`src/rtl/pdma_pkg.sv`:
```
`timescale 1ns/1ps
package pdma_pkg;

   typedef enum logic [1:0] {
      MODE_ONCE = 2'd0,
      MODE_CONT = 2'd1,
      MODE_PP   = 2'd2,
      MODE_ALT  = 2'd3
   } blk_mode_e;

   typedef enum logic [1:0] {
      ST_IDLE = 2'd0,
      ST_RD   = 2'd1,
      ST_WR   = 2'd2
   } xfer_st_e;

   // request numbers that may trigger a transfer
   function automatic logic req_supported(input logic [6:0] n);
      case (n)
         7'd0, 7'd1, 7'd2, 7'd5, 7'd6, 7'd7, 7'd8, 7'd10, 7'd11, 7'd12,
         7'd13, 7'd21, 7'd30, 7'd31, 7'd33, 7'd34, 7'd55, 7'd70, 7'd71:
            req_supported = 1'b1;
         default:
            req_supported = 1'b0;
      endcase
   endfunction

endpackage

```
`src/rtl/pdma_trig.sv`:
```
`timescale 1ns/1ps
module pdma_trig #(
   parameter int NREQ     = 72,
   parameter int SELW     = 7,
   parameter bit REQ_EDGE = 1'b1
) (
   input  logic            clk,
   input  logic            rst_n,
   input  logic [NREQ-1:0] req_bus,
   input  logic [SELW-1:0] sel,
   input  logic            force_set,
   input  logic            accept,
   output logic            pend,
   output logic            force_pend
);
   import pdma_pkg::*;

   logic sel_line;
   logic hit;

   always_comb begin
      sel_line = 1'b0;
      if (int'(sel) < NREQ) sel_line = req_bus[sel];
   end

   generate
      if (REQ_EDGE) begin : g_edge
         logic prev_q;
         always_ff @(posedge clk or negedge rst_n) begin
            if (!rst_n) prev_q <= 1'b0;
            else        prev_q <= sel_line;
         end
         assign hit = sel_line & ~prev_q & req_supported(sel);
      end else begin : g_level
         assign hit = sel_line & req_supported(sel);
      end
   endgenerate

   always_ff @(posedge clk or negedge rst_n) begin
      if (!rst_n) begin
         pend       <= 1'b0;
         force_pend <= 1'b0;
      end else begin
         pend       <= hit | (pend & ~accept);
         force_pend <= force_set | (force_pend & ~accept);
      end
   end

endmodule

```
`src/rtl/pdma_addr.sv`:
```
`timescale 1ns/1ps
module pdma_addr #(
   parameter int AW = 12
) (
   input  logic          clk,
   input  logic          rst_n,
   input  logic          ld_a,
   input  logic          ld_b,
   input  logic          step,
   input  logic          byte_mode,
   input  logic          inc_en,
   input  logic [AW-1:0] start_a,
   input  logic [AW-1:0] start_b,
   output logic [AW-1:0] addr
);
   localparam logic [AW-1:0] STEP_W = AW'(2);
   localparam logic [AW-1:0] STEP_B = AW'(1);

   always_ff @(posedge clk or negedge rst_n) begin
      if (!rst_n)                addr <= '0;
      else if (ld_a)             addr <= start_a;
      else if (ld_b)             addr <= start_b;
      else if (step && inc_en)   addr <= addr + (byte_mode ? STEP_B : STEP_W);
   end

endmodule

```
`src/rtl/pdma_ctl.sv`:
```
`timescale 1ns/1ps
module pdma_ctl #(
   parameter int CW = 10
) (
   input  logic          clk,
   input  logic          rst_n,
   input  logic          en_set,
   input  logic          trig_any,
   input  logic [1:0]    cfg_mode,
   input  logic          cfg_half,
   input  logic [CW-1:0] cfg_count,
   output logic [1:0]    st,
   output logic          accept,
   output logic          chan_en,
   output logic          irq,
   output logic          pp_last,
   output logic          ld_a,
   output logic          ld_b,
   output logic          step
);
   import pdma_pkg::*;

   xfer_st_e      st_q;
   logic [CW-1:0] cnt_q;
   logic          buf_q;
   logic [CW:0]   n_full, n_half, n_done;
   logic          last_elem, irq_hit, wr_cyc, arm;

   assign st       = st_q;
   assign wr_cyc   = (st_q == ST_WR);
   assign arm      = en_set & (st_q == ST_IDLE);
   assign accept   = (st_q == ST_IDLE) & chan_en & trig_any;
   assign n_full   = {1'b0, cfg_count} + 1'b1;
   assign n_half   = n_full >> 1;
   assign n_done   = {1'b0, cnt_q} + 1'b1;
   assign last_elem = (cnt_q == cfg_count);
   assign irq_hit  = cfg_half ? ((n_half != '0) && (n_done == n_half)) : last_elem;

   always_comb begin
      ld_a = arm;
      ld_b = 1'b0;
      step = 1'b0;
      if (wr_cyc) begin
         if (last_elem) begin
            if (blk_mode_e'(cfg_mode) == MODE_PP && !buf_q) ld_b = 1'b1;
            else                                            ld_a = 1'b1;
         end else begin
            step = 1'b1;
         end
      end
   end

   always_ff @(posedge clk or negedge rst_n) begin
      if (!rst_n) begin
         st_q    <= ST_IDLE;
         cnt_q   <= '0;
         buf_q   <= 1'b0;
         chan_en <= 1'b0;
         irq     <= 1'b0;
         pp_last <= 1'b0;
      end else begin
         irq <= wr_cyc & irq_hit;
         case (st_q)
            ST_IDLE: begin
               if (arm) begin
                  chan_en <= 1'b1;
                  cnt_q   <= '0;
                  buf_q   <= 1'b0;
               end
               if (accept) st_q <= ST_RD;
            end
            ST_RD: st_q <= ST_WR;
            default: begin
               st_q <= ST_IDLE;
               if (last_elem) begin
                  cnt_q   <= '0;
                  pp_last <= buf_q;
                  if (blk_mode_e'(cfg_mode) == MODE_ONCE) chan_en <= 1'b0;
                  if (blk_mode_e'(cfg_mode) == MODE_PP)   buf_q   <= ~buf_q;
               end else begin
                  cnt_q <= cnt_q + 1'b1;
               end
            end
         endcase
      end
   end

endmodule

```
`src/rtl/pdma_channel.sv`:
```
`timescale 1ns/1ps
module pdma_channel #(
   parameter int AW       = 12,
   parameter int CW       = 10,
   parameter int NREQ     = 72,
   parameter bit REQ_EDGE = 1'b1
) (
   input  logic            clk,
   input  logic            rst_n,
   input  logic            cfg_dir,
   input  logic            cfg_byte,
   input  logic            cfg_inc,
   input  logic [1:0]      cfg_mode,
   input  logic            cfg_half,
   input  logic [AW-1:0]   cfg_start_a,
   input  logic [AW-1:0]   cfg_start_b,
   input  logic [CW-1:0]   cfg_count,
   input  logic [6:0]      cfg_irq_sel,
   input  logic            en_set,
   input  logic            force_set,
   input  logic [NREQ-1:0] req_bus,
   output logic [AW-1:0]   ram_addr,
   output logic            ram_rd,
   input  logic [15:0]     ram_rdata,
   output logic            ram_wr,
   output logic [15:0]     ram_wdata,
   output logic [1:0]      ram_be,
   output logic            per_rd,
   input  logic [15:0]     per_rdata,
   output logic            per_wr,
   output logic [15:0]     per_wdata,
   output logic [1:0]      per_be,
   output logic            chan_en,
   output logic            force_pend,
   output logic            irq,
   output logic            pp_last
);
   import pdma_pkg::*;

   localparam int SELW = 7;

   if (AW < 2)     begin : g_bad_aw   $error("AW must be at least 2");   end
   if (CW < 1)     begin : g_bad_cw   $error("CW must be at least 1");   end
   if (NREQ < 72)  begin : g_bad_nreq $error("NREQ must cover 0..71"); end

   logic       pend, accept, ld_a, ld_b, step;
   logic [1:0] st;
   logic       rd_cyc, wr_cyc, hi_lane;
   logic [7:0] ram_byte;

   pdma_trig #(.NREQ(NREQ), .SELW(SELW), .REQ_EDGE(REQ_EDGE)) u_trig (
      .clk(clk), .rst_n(rst_n), .req_bus(req_bus), .sel(cfg_irq_sel),
      .force_set(force_set), .accept(accept), .pend(pend), .force_pend(force_pend)
   );

   pdma_ctl #(.CW(CW)) u_ctl (
      .clk(clk), .rst_n(rst_n), .en_set(en_set), .trig_any(pend | force_pend),
      .cfg_mode(cfg_mode), .cfg_half(cfg_half), .cfg_count(cfg_count),
      .st(st), .accept(accept), .chan_en(chan_en), .irq(irq), .pp_last(pp_last),
      .ld_a(ld_a), .ld_b(ld_b), .step(step)
   );

   pdma_addr #(.AW(AW)) u_addr (
      .clk(clk), .rst_n(rst_n), .ld_a(ld_a), .ld_b(ld_b), .step(step),
      .byte_mode(cfg_byte), .inc_en(cfg_inc), .start_a(cfg_start_a),
      .start_b(cfg_start_b), .addr(ram_addr)
   );

   assign rd_cyc   = (st == ST_RD);
   assign wr_cyc   = (st == ST_WR);
   assign hi_lane  = ram_addr[0];
   assign ram_byte = hi_lane ? ram_rdata[15:8] : ram_rdata[7:0];

   assign ram_rd = rd_cyc &  cfg_dir;
   assign per_rd = rd_cyc & ~cfg_dir;
   assign ram_wr = wr_cyc & ~cfg_dir;
   assign per_wr = wr_cyc &  cfg_dir;

   always_comb begin
      if (cfg_byte) begin
         ram_wdata = {per_rdata[7:0], per_rdata[7:0]};
         ram_be    = hi_lane ? 2'b10 : 2'b01;
         per_wdata = {8'h00, ram_byte};
         per_be    = 2'b01;
      end else begin
         ram_wdata = per_rdata;
         ram_be    = 2'b11;
         per_wdata = ram_rdata;
         per_be    = 2'b11;
      end
   end

endmodule

```
`config.mk`:
```
export PLATFORM = sky130hd
export DESIGN_NAME = pdma_channel
export DESIGN_NICKNAME = d
export VERILOG_FILES = /design/src/rtl/pdma_pkg.sv /design/src/rtl/pdma_trig.sv /design/src/rtl/pdma_addr.sv /design/src/rtl/pdma_ctl.sv /design/src/rtl/pdma_channel.sv
export SDC_FILE = /design/constraint.sdc
export NUM_CORES = 1
export LEC_CHECK = 0
export ABC_CLOCK_PERIOD_IN_PS = 2200
export CAP_MARGIN = 5
export CORE_MARGIN = 2
export CORE_UTILIZATION = 40
export CTS_BUF_LIST = sky130_fd_sc_hd__clkbuf_8
export DETAILED_ROUTE_END_ITERATION = 8
export DONT_BUFFER_PORTS = 1
export PLACE_DENSITY = 0.56
export RECOVER_POWER = 100
export SLEW_MARGIN = 20
export SYNTH_ARGS = -nofsm -noshare
export SYNTH_HDL_FRONTEND = slang
export SYNTH_SLANG_ARGS = --single-unit
export TNS_END_PERCENT = 20
```
`constraint.sdc`:
```
create_clock -name clk -period 2.2 [get_ports clk]
set_input_delay 0.11 -clock clk [delete_from_list [all_inputs] [get_ports clk]]
set_output_delay 0.11 -clock clk [all_outputs]
set_load 0.005 [all_outputs]
```
==> impl_metrics.yaml <==
pwr:
  power_per_cell_area_mw_per_mm2: 800
  clock_power_share: 0.193
  internal-power_mw: 1.83
  total_leakage_power_nw: 1.48
  power_frac_seq: 0.314
  power.share.combinational: 0.493
  power_mw: 3.10
  power.share.switching: 0.409
  p_sw_mw: 1.27
  vdd_ir_drop_max_mv: 0.301
logic_synthesis:
  yosys.area_share.xor_xnor: 0.112
  synth_edf_count: 0
  synth_sequential_area_ratio: 0.225
  flops_latches_synth: 31
  mux_share_of_post_synthesis_cell_area: 0.185
  share_of_the_synthesized_area_in_compound_gates_ao_oa_aoi_oai: 0.155
  syn-instance-count: 399
  synth_async_sr_flop_share: 1.00
  synthAdderAreaFrac: 0.0240
  warnings_from_yosys: 0
  synthesis.nets: 560
  synth-main-ff-cell: "sky130_fd_sc_hd__dfrtp_1"
  synth.top_cells.by_area: "sky130_fd_sc_hd__dfrtp_1, sky130_fd_sc_hd__mux4_2, sky130_fd_sc_hd__xnor2_1"
  synth.lib_cells_used.distinct: 53
  post_synth_and_or_nand_nor_area_fraction: 0.225
  top_cell_type_by_total_area_after_synthesis: "sky130_fd_sc_hd__dfrtp_1"
  syn_avg_cell_area_um2: 8.63
  synth_top_family_by_area: "simple AND/OR/NAND/NOR gates"
  synth_top_area_share: 0.225
  synth.cell_area_mm2: 0.00344
route:
  drt_pre_antenna_iters: 4
  route.detailed.wl_per_inst_um: 19.3
  final_antenna_net_count: 0
  vias_per_cell: 6.10
  num_vias: 3152
  post-route-drc-count: 0
  first_iter_violations: 164
  route.final.wire_length_um: 9970
critical_path:
  crit_type: "reg -> reg"
  cp.required_ns: 2.38
  worst-path-max-fanout: 7
  sort_of_element_at_the_end_of_the_critical_path: "flop"
  worst_setup_path_start_kind: "flop"
  arrival_time_at_the_worst_endpoint_ns: 2.30
clock_tree:
  cts-root-to-sink-buffers: 2
  ctsHtreeMaxLevel: 2
  cts_num_sinks: 31
  tritoncts.num_buffers: 5
  clk_root_buffer_cell: "sky130_fd_sc_hd__clkbuf_8"
  clock_transition_at_the_registers_of_the_reported_paths_ns: 0.07
  tritoncts: "yes"
  worst_skew_pair.late_latency_ns: 0.29
finish:
  areaGrowthSynthToFinish_pct: 12.5
  final_layout_size_suffix_gt1_frac: 0.167
  diodes: 0
  filler_cell_count: 833
  finalNetCount: 572
  layoutNonFillerInstCount: 517
grt:
  overall_routing_resource_usage: 0.206
  grt_start_max_net_pins: 32
  antenna_found_initial: 0
  grt_pass1_vias: 3148
  globalRouteOverflowTotal: 0
  grt_pass1_wl_um: 15900
timing:
  maxSlewViolCount: 0
  holdWs_ns: 0.0391
  min_period_over_period: 0.964
  tns_ns: 0
  setup-violations-final: 0
  fmax_mhz: 472
  worst_slew_pin_slew_ns: 1.47
  finalWorstPathRequiredPeriod_ns: 2.12
  maxSlewHeadroom: 0.0172
  fin_worst_skew_ns: 0.0101
  report.final.hold_viol_count: 0
floorplan:
  die_area_mm2: 0.00937
  placementRows: 33
  die_h_um: 96.8
  die_width_um: 96.8
  floorplan.io_pins: 211
  floorplan_core_area_mm2: 0.00830
  initial_core_util: 0.415
placement:
  routabilityCongestion: 0.936
  io_buffer_count: 0
  place.detailed.hpwl_um: 8010
  placedCellCount: 489
job:
  max-cap-violations: 0
hold_path:
  hp-class: "in -> reg"
outcome:
  outcome: "finished, final reports clean"
==> cells by family (layout without fill, tap and decap cells) <==
kind of cell / count (synthesis) / after routing
other: 1 / 1
AO/OA/AOI/OAI: 77 / 77
AND/OR/NAND/NOR: 150 / 150
XOR/XNOR: 44 / 44
buffers and inverters: 52 / 65
flip-flops: 31 / 31
adder cells (fa/ha/maj): 6 / 6
multiplexers: 38 / 38
==> per-stage QoR <==
stage | setup slack [ns] | util | cell area, um^2
after floorplan | 0.0402 | - | 3440
after global placement | 0.227 | 0.428 | 3550
after detailed placement | 0.136 | 0.428 | 3550
after CTS | 0.123 | 0.461 | 3830
after global routing | -0.0268 | 0.467 | 3870
final | 0.0800 | 0.467 | 3870
==> layout by cell type (no fill, tap or decap), types with 9 or more instances in the layout <==
cell type                       count
sky130_fd_sc_hd__xnor2_1           33
sky130_fd_sc_hd__nor2_1            30
sky130_fd_sc_hd__dfrtp_1           30
sky130_fd_sc_hd__nand2_1           27
sky130_fd_sc_hd__buf_4             24
sky130_fd_sc_hd__nand3_1           22
sky130_fd_sc_hd__o21ai_0           17
sky130_fd_sc_hd__inv_1             16
sky130_fd_sc_hd__mux4_2            16
sky130_fd_sc_hd__nor3_1            15
sky130_fd_sc_hd__nor2b_1           14
sky130_fd_sc_hd__dlygate4sd3_1     14
sky130_fd_sc_hd__mux2_2            11
sky130_fd_sc_hd__a21oi_1           11
sky130_fd_sc_hd__a31oi_1           11
sky130_fd_sc_hd__nand4_1           10
sky130_fd_sc_hd__xor2_1             9
==> layer usage <==
layer | wire length [um] | vias to the layer above | global-route usage
met5 | 0 | - | 0
met3 | 675 | 11 | 0.0434
met2 | 4920 | 178 | 0.350
li1 | - | 1483 | -
met1 | 4270 | 1480 | 0.268
met4 | 108 | 0 | 0.0531
==> path summary, 6_finish.rpt <==
kind | cells after the start | slack (ns) | end | startpoint
worst max-delay path | 7 | 0.08 | u_addr.addr[6]$_DFFE_PN0P_ | u_ctl.cnt_q[2]$_DFFE_PN0P_
worst min-delay path | 2 | 0.04 | u_addr.addr[4]$_DFFE_PN0P_ | cfg_start_b[4]
worst max register to register | 7 | 0.08 | u_addr.addr[6]$_DFFE_PN0P_ | u_ctl.cnt_q[2]$_DFFE_PN0P_
worst min register to register | 1 | 0.50 | u_trig.pend$_DFF_PN0_ | u_trig.pend$_DFF_PN0_
max in group asynchronous | 2 | 0.40 | u_ctl.cnt_q[2]$_DFFE_PN0P_ | rst_n
min in group asynchronous | 2 | 0.83 | u_addr.addr[4]$_DFFE_PN0P_ | rst_n
==> what timing repair did <==
item                                    4_1_cts  5_1_grt
resized for setup                             0        5
endpoints found under the setup margin        0        3
hold endpoints to repair                     44        0
buffers inserted                              0        5
hold buffers                                 15        0
==> critical path, stage by stage, from the launching register on <==
cell and delay, ns:
sky130_fd_sc_hd__dfrtp_2 0.47, sky130_fd_sc_hd__xnor2_2 0.13, sky130_fd_sc_hd__nand4_1 0.25, sky130_fd_sc_hd__nor4_4 0.40
sky130_fd_sc_hd__a21o_1 0.28, sky130_fd_sc_hd__buf_4 0.14, sky130_fd_sc_hd__a221oi_1 0.06, sky130_fd_sc_hd__mux2_2 0.26
==> Yosys cell counts, drive strengths merged (3+ instances only) <==
library cell and instances:
a21o 3, a21oi 11, a221oi 4, a22oi 4, a31oi 12, and2 6
and3 4, and4 3, buf 19, clkbuf 17, dfrtp 31, ha 5
inv 16, mux2 19, mux4 18, nand2 27, nand2b 6, nand3 22
nand4 10, nor2 30, nor2b 14, nor3 16, nor3b 4, nor4 3
o21ai 17, o31ai 9, o32ai 3, xnor2 35, xor2 9
==> area by class of cell <==
type | count | area, um^2 | share of cell area
clock inverter | 2 | 35.0 | 0.00905
sequential | 31 | 777 | 0.201
tap | 105 | 131 | 0.0339
inverter | 16 | 60.1 | 0.0155
multi-input combinational | 316 | 2450 | 0.632
timing repair buffer | 41 | 340 | 0.0879
clock buffer | 6 | 82.6 | 0.0213
==> sequential cells by signal, summed over array words and instances, names as in the netlist <==
name                  count
u_ctl.buf_q               1
u_ctl.irq                 1
u_addr.addr              12
u_ctl.pp_last             1
u_trig.g_edge.prev_q      1
u_ctl.chan_en             1
u_ctl.st                  2
u_ctl.cnt_q              10
u_trig.force_pend         1
u_trig.pend               1
==> power by group through the flow <==
stage / sequential, mW / clock, mW / combinational (mW)
2_1_floorplan: 0.906 / 0 / 1.16
3_3_place_gp: 0.974 / 0 / 1.44
3_5_place_dp: 0.978 / 0 / 1.46
4_1_cts: 0.966 / 0.614 / 1.51
5_1_grt: 0.999 / 0.638 / 1.71
6_report: 0.971 / 0.598 / 1.53
No activity file was read; power rests on OpenSTA's default activity.
